$ cat config.mk
export PLATFORM = sky130hd
export DESIGN_NAME = can_lpm_seq
export DESIGN_NICKNAME = d
export VERILOG_FILES = /design/src/rtl/can_lpm_pkg.sv /design/src/rtl/can_lpm_ctrl.sv /design/src/rtl/can_lpm_dp.sv /design/src/rtl/can_lpm_seq.sv
export SDC_FILE = /design/constraint.sdc
export NUM_CORES = 1
export LEC_CHECK = 0
export CAP_MARGIN = 40
export CORE_MARGIN = 1
export CORE_UTILIZATION = 42
export DETAILED_ROUTE_END_ITERATION = 6
export GPL_ROUTABILITY_DRIVEN = 1
export PLACE_DENSITY = 0.77
export SYNTH_ARGS = -nofsm -noshare
export SYNTH_HDL_FRONTEND = slang
export SYNTH_SLANG_ARGS = --single-unit
$ cat constraint.sdc
create_clock -name clk -period 2.1 [get_ports clk]
set_clock_uncertainty 0.2 [all_clocks]
set_input_delay 0.42 -clock clk [delete_from_list [all_inputs] [get_ports clk]]
set_output_delay 0.42 -clock clk [all_outputs]
set_load 0.01 [all_outputs]
$ cat src/rtl/can_lpm_pkg.sv
package can_lpm_pkg;

  typedef enum logic [2:0] {
    MODE_NORMAL      = 3'd0,
    MODE_SLEEP       = 3'd1,
    MODE_SLEEP_EXIT  = 3'd2,
    MODE_FREEZE      = 3'd3,
    MODE_FREEZE_EXIT = 3'd4
  } lpMode_t;

  // strobes from the mode control to the datapath
  typedef struct packed {
    logic exitWait;     // an exit wait is in progress, count recessive bits
    logic sleepActive;  // sleep acknowledged, SOF may wake
  } ctrlStrobe_t;

endpackage

$ cat src/rtl/can_lpm_ctrl.sv
module can_lpm_ctrl
  import can_lpm_pkg::*;
(
  input  logic        clk,
  input  logic        rstN,
  input  logic        sleepReq,
  input  logic        freezeReq,
  input  logic        busBusy,
  input  logic        runDone,
  output ctrlStrobe_t strobes,
  output logic        sleepAck,
  output logic        freezeAck
);

  lpMode_t modeQ, modeD;

  always_comb begin
    modeD = modeQ;
    unique case (modeQ)
      MODE_NORMAL: begin
        if (!busBusy) begin
          if (freezeReq)     modeD = MODE_FREEZE;
          else if (sleepReq) modeD = MODE_SLEEP;
        end
      end
      MODE_SLEEP:       if (!sleepReq) modeD = MODE_SLEEP_EXIT;
      MODE_SLEEP_EXIT: begin
        if (sleepReq)     modeD = MODE_SLEEP;
        else if (runDone) modeD = MODE_NORMAL;
      end
      MODE_FREEZE:      if (!freezeReq) modeD = MODE_FREEZE_EXIT;
      MODE_FREEZE_EXIT: begin
        if (freezeReq)    modeD = MODE_FREEZE;
        else if (runDone) modeD = MODE_NORMAL;
      end
      default:          modeD = MODE_SLEEP;
    endcase
  end

  always_ff @(posedge clk or negedge rstN) begin
    if (!rstN) modeQ <= MODE_SLEEP;
    else       modeQ <= modeD;
  end

  assign sleepAck  = (modeQ == MODE_SLEEP)  || (modeQ == MODE_SLEEP_EXIT);
  assign freezeAck = (modeQ == MODE_FREEZE) || (modeQ == MODE_FREEZE_EXIT);

  assign strobes.exitWait    = (modeQ == MODE_SLEEP_EXIT) || (modeQ == MODE_FREEZE_EXIT);
  assign strobes.sleepActive = sleepAck;

  // no entry while the bus is busy
  p_no_entry_busy_r2: assert property (@(posedge clk) disable iff (!rstN)
    (modeQ == MODE_NORMAL && busBusy) |=> (!sleepAck && !freezeAck));

  // an acknowledge only drops after a completed recessive run
  p_exit_needs_run_r3: assert property (@(posedge clk) disable iff (!rstN)
    ((sleepAck || freezeAck) && !runDone) |=> (sleepAck || freezeAck));

  // the two acknowledges are never both set
  p_ack_exclusive_r2: assert property (@(posedge clk) disable iff (!rstN)
    !(sleepAck && freezeAck));

endmodule

$ cat src/rtl/can_lpm_dp.sv
module can_lpm_dp
  import can_lpm_pkg::*;
#(
  parameter int RUN_LEN = 11,
  parameter int ERR_SRC = 3
)(
  input  logic               clk,
  input  logic               rstN,
  input  ctrlStrobe_t        strobes,
  input  logic               rxBit,
  input  logic               bitStrobe,
  input  logic               sofPulse,
  input  logic [ERR_SRC-1:0] errStatus,
  input  logic [ERR_SRC-1:0] errIntEn,
  input  logic               wakeIntEn,
  input  logic               flagWrEn,
  input  logic [1:0]         flagWrData,
  output logic               runDone,
  output logic               wakeFlag,
  output logic               errFlag,
  output logic               statusIrq
);

  localparam int CNT_W = $clog2(RUN_LEN + 1);
  localparam logic [CNT_W-1:0] LAST = CNT_W'(RUN_LEN - 1);

  logic [CNT_W-1:0] runCnt;
  logic             wakeSet, errSet, wakeClr, errClr;
  logic [ERR_SRC-1:0] errHit;

  assign runDone = strobes.exitWait && bitStrobe && rxBit && (runCnt == LAST);

  always_ff @(posedge clk or negedge rstN) begin
    if (!rstN) runCnt <= '0;
    else if (!strobes.exitWait) runCnt <= '0;
    else if (bitStrobe) begin
      if (!rxBit)       runCnt <= '0;
      else if (runDone) runCnt <= '0;
      else              runCnt <= runCnt + 1'b1;
    end
  end

  // per-source gating of the error status
  for (genvar i = 0; i < ERR_SRC; i++) begin : g_errGate
    assign errHit[i] = errStatus[i] & errIntEn[i];
  end

  assign wakeSet = sofPulse && strobes.sleepActive;
  assign errSet  = |errHit;
  assign wakeClr = flagWrEn && flagWrData[0];
  assign errClr  = flagWrEn && flagWrData[1];

  always_ff @(posedge clk or negedge rstN) begin
    if (!rstN) begin
      wakeFlag  <= 1'b0;
      errFlag   <= 1'b0;
      statusIrq <= 1'b0;
    end else begin
      if (wakeSet)      wakeFlag <= 1'b1;
      else if (wakeClr) wakeFlag <= 1'b0;
      if (errSet)       errFlag <= 1'b1;
      else if (errClr)  errFlag <= 1'b0;
      statusIrq <= (wakeFlag && wakeIntEn) || errFlag;
    end
  end

  // the run counter stays below the run length
  p_cnt_bound_r4: assert property (@(posedge clk) disable iff (!rstN)
    runCnt < CNT_W'(RUN_LEN));

  // a dominant bit restarts the run
  p_dominant_restart_r4: assert property (@(posedge clk) disable iff (!rstN)
    (strobes.exitWait && bitStrobe && !rxBit) |=> (runCnt == '0));

  // a hardware set always leaves the flag set
  p_wake_set_wins_r9: assert property (@(posedge clk) disable iff (!rstN)
    wakeSet |=> wakeFlag);

  // the wakeup flag only rises on a SOF during sleep
  p_wake_only_sleep_r6: assert property (@(posedge clk) disable iff (!rstN)
    $rose(wakeFlag) |-> $past(sofPulse && strobes.sleepActive));

  // a set error flag is followed by the interrupt
  p_err_irq_r10: assert property (@(posedge clk) disable iff (!rstN)
    errFlag |=> statusIrq);

endmodule

$ cat src/rtl/can_lpm_seq.sv
module can_lpm_seq
  import can_lpm_pkg::*;
#(
  parameter int RUN_LEN = 11,
  parameter int ERR_SRC = 3
)(
  input  logic               clk,
  input  logic               rstN,
  input  logic               sleepReq,
  input  logic               freezeReq,
  input  logic               busBusy,
  input  logic               rxBit,
  input  logic               bitStrobe,
  input  logic               sofPulse,
  input  logic [ERR_SRC-1:0] errStatus,
  input  logic [ERR_SRC-1:0] errIntEn,
  input  logic               wakeIntEn,
  input  logic               flagWrEn,
  input  logic [1:0]         flagWrData,
  output logic               sleepAck,
  output logic               freezeAck,
  output logic               wakeFlag,
  output logic               errFlag,
  output logic               statusIrq
);

  ctrlStrobe_t strobes;
  logic        runDone;

  can_lpm_ctrl u_ctrl (
    .clk       (clk),
    .rstN      (rstN),
    .sleepReq  (sleepReq),
    .freezeReq (freezeReq),
    .busBusy   (busBusy),
    .runDone   (runDone),
    .strobes   (strobes),
    .sleepAck  (sleepAck),
    .freezeAck (freezeAck)
  );

  can_lpm_dp #(.RUN_LEN(RUN_LEN), .ERR_SRC(ERR_SRC)) u_dp (
    .clk        (clk),
    .rstN       (rstN),
    .strobes    (strobes),
    .rxBit      (rxBit),
    .bitStrobe  (bitStrobe),
    .sofPulse   (sofPulse),
    .errStatus  (errStatus),
    .errIntEn   (errIntEn),
    .wakeIntEn  (wakeIntEn),
    .flagWrEn   (flagWrEn),
    .flagWrData (flagWrData),
    .runDone    (runDone),
    .wakeFlag   (wakeFlag),
    .errFlag    (errFlag),
    .statusIrq  (statusIrq)
  );

endmodule

==> results of run 1 <==
worst max-delay path by stage:
stage          slack (ns)                     endpoint                   startpoint  cells past startpoint
3_5_place_dp         0.16  u_ctrl.modeQ[1]$_DFFE_PN0P_                     sleepReq                      5
3_3_place_gp         0.15  u_ctrl.modeQ[1]$_DFFE_PN0P_                     sleepReq                      5
2_1_floorplan        0.54                     sleepAck  u_ctrl.modeQ[0]$_DFFE_PN1P_                      3
6_report             0.15                    freezeAck  u_ctrl.modeQ[0]$_DFFE_PN1P_                      4
4_1_cts              0.14                    freezeAck  u_ctrl.modeQ[0]$_DFFE_PN1P_                      4
5_1_grt              0.06                    freezeAck  u_ctrl.modeQ[0]$_DFFE_PN1P_                      4
cell type report:
type | instances | area [µm²] | share of cell area, %
Multi-Input combinational cell | 50 | 340 | 38.3
Timing Repair Buffer | 25 | 240 | 27.0
Clock buffer | 4 | 26.3 | 2.95
Sequential cell | 10 | 253 | 28.4
Inverter | 3 | 11.3 | 1.27
Tap cell | 15 | 18.8 | 2.11
what timing repair did:
action                     4_1_cts  5_1_grt
hold buffers                     0        0
setup endpoints to repair        2        0
buffers inserted                 0        0
gates resized for setup          4        0
where the power goes:
group	internal, mW	total (mW)	leakage (nW)	switching, mW
combinational	0.219	0.395	0.245	0.177
sequential	0.241	0.290	0.122	0.0488
clock	0.0732	0.135	0.0150	0.0618
stage by stage:
stage / instances / worst slack, ns
3_3_place_gp: 103 / 0.153
5_1_grt: 107 / 0.0648
2_1_floorplan: 65 / 0.544
4_1_cts: 107 / 0.144
6_report: 107 / 0.155
3_5_place_dp: 103 / 0.162
sequential cells by signal, indices dropped and copies added (netlist names):
signal,cells
u_ctrl.modeQ,3
u_dp.wakeFlag,1
u_dp.runCnt,4
u_dp.errFlag,1
u_dp.statusIrq,1
metal layers:
metal | vias to the layer above | GRT usage (%) | routed length [µm]
li1 | 287 | - | -
met4 | 0 | 7.50 | 0
met5 | - | 0 | 0
met3 | 0 | 5.00 | 52
met1 | 258 | 21.9 | 568
met2 | 15 | 35.9 | 681
layout by cell type (no fill, tap or decap), types with 3 or more instances in the layout:
| cell | instances |
|---|---|
| clkdlybuf4s50_1 | 20 |
| nand2_1 | 11 |
| dfrtp_1 | 8 |
| nor2_1 | 4 |
| inv_1 | 3 |
| o21ai_0 | 3 |
| a21oi_1 | 3 |
| clkbuf_4 | 3 |
| buf_4 | 3 |
cell families (layout without fill, tap and decap cells):
family / Yosys count / after routing
simple gates: 27 / 27
compound gates: 19 / 19
flops: 10 / 10
buf+inv: 5 / 32
fa+ha+maj: 2 / 2
xor+xnor: 2 / 2
==> key figures, run 1 <==
CTS
  – TritonCTS clock tree: done
  – Total CTS buffers: 3
  – Root buffer cell: clkbuf_4
  – Clock buffer depth: 2
  – H-tree levels: 1
  – CTS sink count: 10
  – CTS clk-pin slew, worst paths: 0.07 ns
  – Worst-skew pair later-pin latency: 0.26 ns

Setup path
  – CP max stage delay: 0.57 ns
  – Worst r2r path cells: 5
  – CP bufs+invs: 1
  – Critical Path AT: 1.33 ns
  – Slowest-stage cell, CP: dfstp_2
  – CP Class: reg -> out
  – Worst r2r src: u_ctrl.modeQ[0]$_DFFE_PN1P_
  – Worst-path cell chain: nor2_2, nand2_1, nand2_1, dlygate4sd2_1
  – Register-to-Register Setup Slack: 0.47 ns
  – Required time of the worst setup path: 1.48 ns
  – Most common cell on crit path: nand2_1
  – Crit path max fanout: 4
  – Critical path launch point type: flop
  – Worst Setup End Kind: primary output
  – Worst reg2reg path endpoint: u_ctrl.modeQ[0]$_DFFE_PN1P_
  – Crit path max-delay family: flip-flops

Power and ir drop
  – Leakage: 0.382 nW
  – PD cells: 922 nW/µm²
  – Maximum VDD drop: 525 µV
  – Power, Total: 0.820 mW

Die
  – Die X: 40.2 µm
  – Die Ht: 40.2 µm
  – Die ar.: 1620 µm²
  – # rows: 13
  – CORE AREA: 1330 µm²
  – I/O pin count: 23
  – Initial Utilization: 46.0%

Synth
  – Yosys top cell area share: 36.7%
  – Compound-cell area share of the yosys netlist: 23.5%
  – Count leader, synth: nand2_1
  – Synth unique cells: 32
  – Syn Area/Cell: 9.43 µm²
  – Post-synth ARST share: 100%
  – Synth Instances: 65
  – Synth Flop Type: dfrtp_1
  – Syn nets: 85
  – Simple-Gate Fraction of Synth Area: 24.7%
  – Yosys warnings: 0
  – Synth area leaders: dfrtp_1 (37%), nand2_1 (6.7%), dfstp_2 (4.3%)
  – Synthesis-stage register bit count: 10
  – Synthesized area: 613 µm²
  – Largest family of logic cells by synthesized area: simple AND/OR/NAND/NOR gates
  – Number of synthesized flops with an enable pin: 0
  – Adder-cell area share of the yosys netlist: 4.08%
  – Register area share after synthesis: 41.0%
  – Post-synthesis mux area share: 0%
  – Most frequent cells after synthesis: nand2_1 (11), dfrtp_1 (9), nor2_1 (5)
  – Area leader, netlist: dfrtp_1
  – XOR/XNOR Fraction of Synth Area: 2.86%

Detailed routing
  – Residual DRC count: 0
  – Routed len/inst: 12.2 µm
  – Vias/cell: 5.23
  – Total routed wirelength: 1300 µm
  – Via count: 560
  – TritonRoute pass-1 iters: 4
  – ANT nets after route: 0
  – Iteration-0 DRC count of the detailed router: 3

Timing
  – Setup violators final: 0
  – Hold Vio Cnt, Final: 0
  – Worst Tran Pin Value: 0.440 ns
  – Final min period: 1.95 ns
  – Max Clk Rate: 514 MHz
  – Period utilization: 92.6%
  – Final TNS setup: 0 ns
  – Hold slack: 0.271 ns
  – RSZ-0062 raised after global routing: no
  – Slew HR: 70.5%
  – Final Max Tran Viols: 0

Finish
  – Fin util: 66.7%
  – Post-route cell area: 890 µm²
  – Antenna cells: 0
  – # fillers: 123
  – Final net count: 113
  – Share of cells above drive strength 1: 15.2%
  – Layout Area Growth over Synthesis: 45.1%

Global routing
  – Wire length of the first global-routing pass: 2020 µm
  – Largest net degree at the start of global routing: 11
  – Number of global-route vias before repair: 518
  – GRT overflow: 0
  – Initial antenna violation count: 0
  – Total track usage: 19.8%

Place
  – Area after DPL: 862 µm²
  – Port Buffers: 22
  – DP HPWL: 1100 µm
  – RD Place Congestion: 0.695

Min path
  – HP Class: in -> async

Run
  – Max_cap viols: 0

Outcome
  – Status: completed
(Power assumes the default switching activity.)
==> run 2, diff against run 1 <==
--- a/config.mk
+++ b/config.mk
@@ -8,9 +8,11 @@
 export CAP_MARGIN = 40
 export CORE_MARGIN = 1
 export CORE_UTILIZATION = 42
+export CTS_CLUSTER_SIZE = 16
 export DETAILED_ROUTE_END_ITERATION = 6
 export GPL_ROUTABILITY_DRIVEN = 1
 export PLACE_DENSITY = 0.77
+export RECOVER_POWER = 100
 export SYNTH_ARGS = -nofsm -noshare
 export SYNTH_HDL_FRONTEND = slang
 export SYNTH_SLANG_ARGS = --single-unit
==> run 2 against run 1 <==
Power shrank 4.4%. Non-clock buffer count did not move. Via count down 0.18%. Critical endpoint unchanged. Fmax shrank 0.17%. Sequential share of layout area rose by 0.86 points. Largest power group unchanged. Largest cell class unchanged.
==> key figures, run 2 (same netlist as run 1, synthesis figures left out) <==
CTS
  – Root buffer cell: clkbuf_4 (unchanged)
  – H-tree levels: 1 (unchanged)
  – Post-CTS setup buffer count: 0 (unchanged)
  – TritonCTS clock tree: done (unchanged)
  – Total CTS buffers: 3 (unchanged)
  – Worst-skew pair later-pin latency: 0.26 ns (about the same)
  – CTS sink count: 10 (unchanged)
  – Clock buffer depth: 2 (unchanged)
  – CTS clk-pin slew, worst paths: 0.07 ns (about the same)

Die
  – # rows: 13 (unchanged)
  – I/O pin count: 23 (unchanged)
  – Die X: 40.2 µm (unchanged)
  – Die Ht: 40.2 µm (unchanged)
  – Initial Utilization: 46.0% (unchanged)
  – CORE AREA: 1330 µm² (unchanged)
  – Die ar.: 1620 µm² (unchanged)

Power and ir drop
  – PD cells: 908 nW/µm² (was 922 nW/µm²)
  – Sw Ratio: 35.3% (was 35.0%)
  – Switching pwr: 0.277 mW (was 0.287 mW)
  – Power, Total: 0.784 mW (was 0.820 mW)
  – Internal: 0.507 mW (was 0.533 mW)
  – Gate power share: 46.4% (was 48.2%)
  – Clock power frac: 17.2% (was 16.5%)
  – Leakage: 0.356 nW (was 0.382 nW)
  – Maximum VDD drop: 517 µV (was 525 µV)
  – Sequential Power Share: 36.4% (was 35.3%)

Min path
  – Hold path endpoint: u_dp.statusIrq$_DFF_PN0_
  – HP Class: reg -> reg (was in -> async)
  – Hold depth: 1
  – Critical hold path startpoint: u_dp.errFlag$_DFFE_PN0P_

Finish
  – Layout Area Growth over Synthesis: 40.8% (was 45.1%)
  – Post-route cell area: 863 µm² (was 890 µm²)
  – Max reg flops: 4 (unchanged)
  – Antenna cells: 0 (unchanged)
  – # fillers: 128 (was 123)
  – Share of cells above drive strength 1: 10.9% (was 15.2%)
  – Most frequent cells in the layout: clkdlybuf4s50_1 (13), nand2_1 (11), dfrtp_1 (8), dlygate4sd3_1 (7), nor2_1 (5) (was clkdlybuf4s50_1 (20), nand2_1 (11), dfrtp_1 (8), nor2_1 (4))
  – Biggest register: u_dp.runCnt (unchanged)
  – Most common cell after layout, fill and taps aside: clkdlybuf4s50_1 (unchanged)
  – Final net count: 113 (unchanged)
  – Top flop regs: u_dp.runCnt: 4 flops, u_ctrl.modeQ: 3 flops (unchanged)

Setup path
  – Most common cell on crit path: nand2_1 (unchanged)
  – CP max stage delay: 0.56 ns (was 0.57 ns)
  – Worst reg2reg path endpoint: u_ctrl.modeQ[0]$_DFFE_PN1P_ (unchanged)
  – Critical path launch point type: flop (unchanged)
  – Worst Setup End Kind: primary output (unchanged)
  – Crit path max-delay family: flip-flops (unchanged)
  – Worst r2r path cells: 5 (unchanged)
  – Worst r2r src: u_ctrl.modeQ[0]$_DFFE_PN1P_ (unchanged)
  – Slowest-stage cell, CP: dfstp_2 (unchanged)
  – CP Class: reg -> out (unchanged)
  – CP bufs+invs: 1 (unchanged)
  – Required time of the worst setup path: 1.48 ns (about the same)
  – Crit path max fanout: 4 (unchanged)
  – Worst-path cell chain: nor2_1, nand2_1, nand2_1, dlygate4sd2_1 (was nor2_2, nand2_1, nand2_1, dlygate4sd2_1)
  – Critical Path AT: 1.33 ns (about the same)
  – Register-to-Register Setup Slack: 0.34 ns (was 0.47 ns)

Outcome
  – Status: completed (unchanged)

Run
  – Max_cap viols: 0 (unchanged)

Detailed routing
  – TritonRoute pass-1 iters: 4 (unchanged)
  – ANT nets after route: 0 (unchanged)
  – Via count: 559 (was 560)
  – Vias/cell: 5.22 (was 5.23)
  – Routed len/inst: 12.3 µm (was 12.2 µm)
  – Iteration-0 DRC count of the detailed router: 3 (unchanged)
  – Total routed wirelength: 1310 µm (was 1300 µm)
  – Residual DRC count: 0 (unchanged)

Global routing
  – Largest net degree at the start of global routing: 11 (unchanged)
  – Wire length of the first global-routing pass: 2020 µm (unchanged)
  – Initial antenna violation count: 0 (unchanged)
  – GRT overflow: 0 (unchanged)
  – Total track usage: 19.8% (unchanged)
  – Number of global-route vias before repair: 518 (unchanged)

Place
  – DP HPWL: 1100 µm (unchanged)
  – Area after DPL: 862 µm² (unchanged)
  – RD Place Congestion: 0.695 (unchanged)
  – Port Buffers: 22 (unchanged)

Timing
  – Slew HR: 70.0% (was 70.5%)
  – Hold Vio Cnt, Final: 0 (unchanged)
  – Setup violators final: 0 (unchanged)
  – Max Clk Rate: 513 MHz (was 514 MHz)
  – Period utilization: 92.8% (was 92.6%)
  – RSZ-0062 raised after global routing: no (unchanged)
  – Worst Tran Pin Value: 0.448 ns (was 0.440 ns)
  – Final TNS setup: 0 ns (unchanged)
  – Final min period: 1.95 ns (about the same)
  – Final Max Tran Viols: 0 (unchanged)
==> run 2: stage by stage <==
step	instances	worst slack [ns]	utilization (%)	hold slack, ns
after floorplan	65	0.544	-	-0.0756
after global placement	103	0.153	64.6	0.293
after detailed placement	103	0.162	64.6	0.284
after CTS	107	0.144	66.7	0.282
after global routing	107	0.0562	64.7	0.331
final	107	0.151	64.7	0.297
==> run 2: worst max-delay path by stage <==
stage | startpoint | end | slack [ns] | cells after the start
2_1_floorplan | u_ctrl.modeQ[0]$_DFFE_PN1P_ | sleepAck | 0.54 | 3
3_3_place_gp | sleepReq | u_ctrl.modeQ[1]$_DFFE_PN0P_ | 0.15 | 5
3_5_place_dp | sleepReq | u_ctrl.modeQ[1]$_DFFE_PN0P_ | 0.16 | 5
4_1_cts | u_ctrl.modeQ[0]$_DFFE_PN1P_ | freezeAck | 0.14 | 4
5_1_grt | u_ctrl.modeQ[0]$_DFFE_PN1P_ | freezeAck | 0.06 | 4
6_report | u_ctrl.modeQ[0]$_DFFE_PN1P_ | freezeAck | 0.15 | 4
==> run 2: final cells by class <==
cell class | count | area (µm²) | area share, %
Inverter | 3 | 11.3 | 1.30
Multi-Input combinational cell | 50 | 318 | 36.8
Sequential cell | 10 | 253 | 29.3
Tap cell | 15 | 18.8 | 2.17
Timing Repair Buffer | 25 | 236 | 27.4
Clock buffer | 4 | 26.3 | 3.04
==> run 2: metal layers <==
layer	global-route usage [%]	vias up	share of wire [%]
met5	0	-	0
met4	7.50	0	0
met3	5.00	0	4.4
met2	35.9	15	52
met1	21.9	258	43
li1	-	286	-
==> run 2: what timing repair did <==
item,in CTS,in global routing
hold buffers,0,0
resized for setup,4,0
endpoints found under the setup margin,2,0
endpoints found under the hold margin,0,0
==> run 2: worst register-to-register path, delay by kind of cell (launching register included) <==
family          cells  cell delay, ns
flops               1            0.56
compound gates      3            0.58
buf+inv             2            0.37
==> run 2: power groups by stage <==
stage | combinational, mW | sequential (mW) | clock [mW]
after CTS | 0.402 | 0.290 | 0.140
after global placement | 0.413 | 0.288 | 0
final | 0.364 | 0.285 | 0.135
after global routing | 0.405 | 0.297 | 0.151
after floorplan | 0.265 | 0.269 | 0
after detailed placement | 0.418 | 0.287 | 0
==> run 3, diff against run 2 <==
--- a/config.mk
+++ b/config.mk
@@ -5,7 +5,7 @@
 export SDC_FILE = /design/constraint.sdc
 export NUM_CORES = 1
 export LEC_CHECK = 0
-export CAP_MARGIN = 40
+export CAP_MARGIN = 15
 export CORE_MARGIN = 1
 export CORE_UTILIZATION = 42
 export CTS_CLUSTER_SIZE = 16
==> results of run 3 <==
The final DEF is identical to that of run 2; final timing and power are the same.
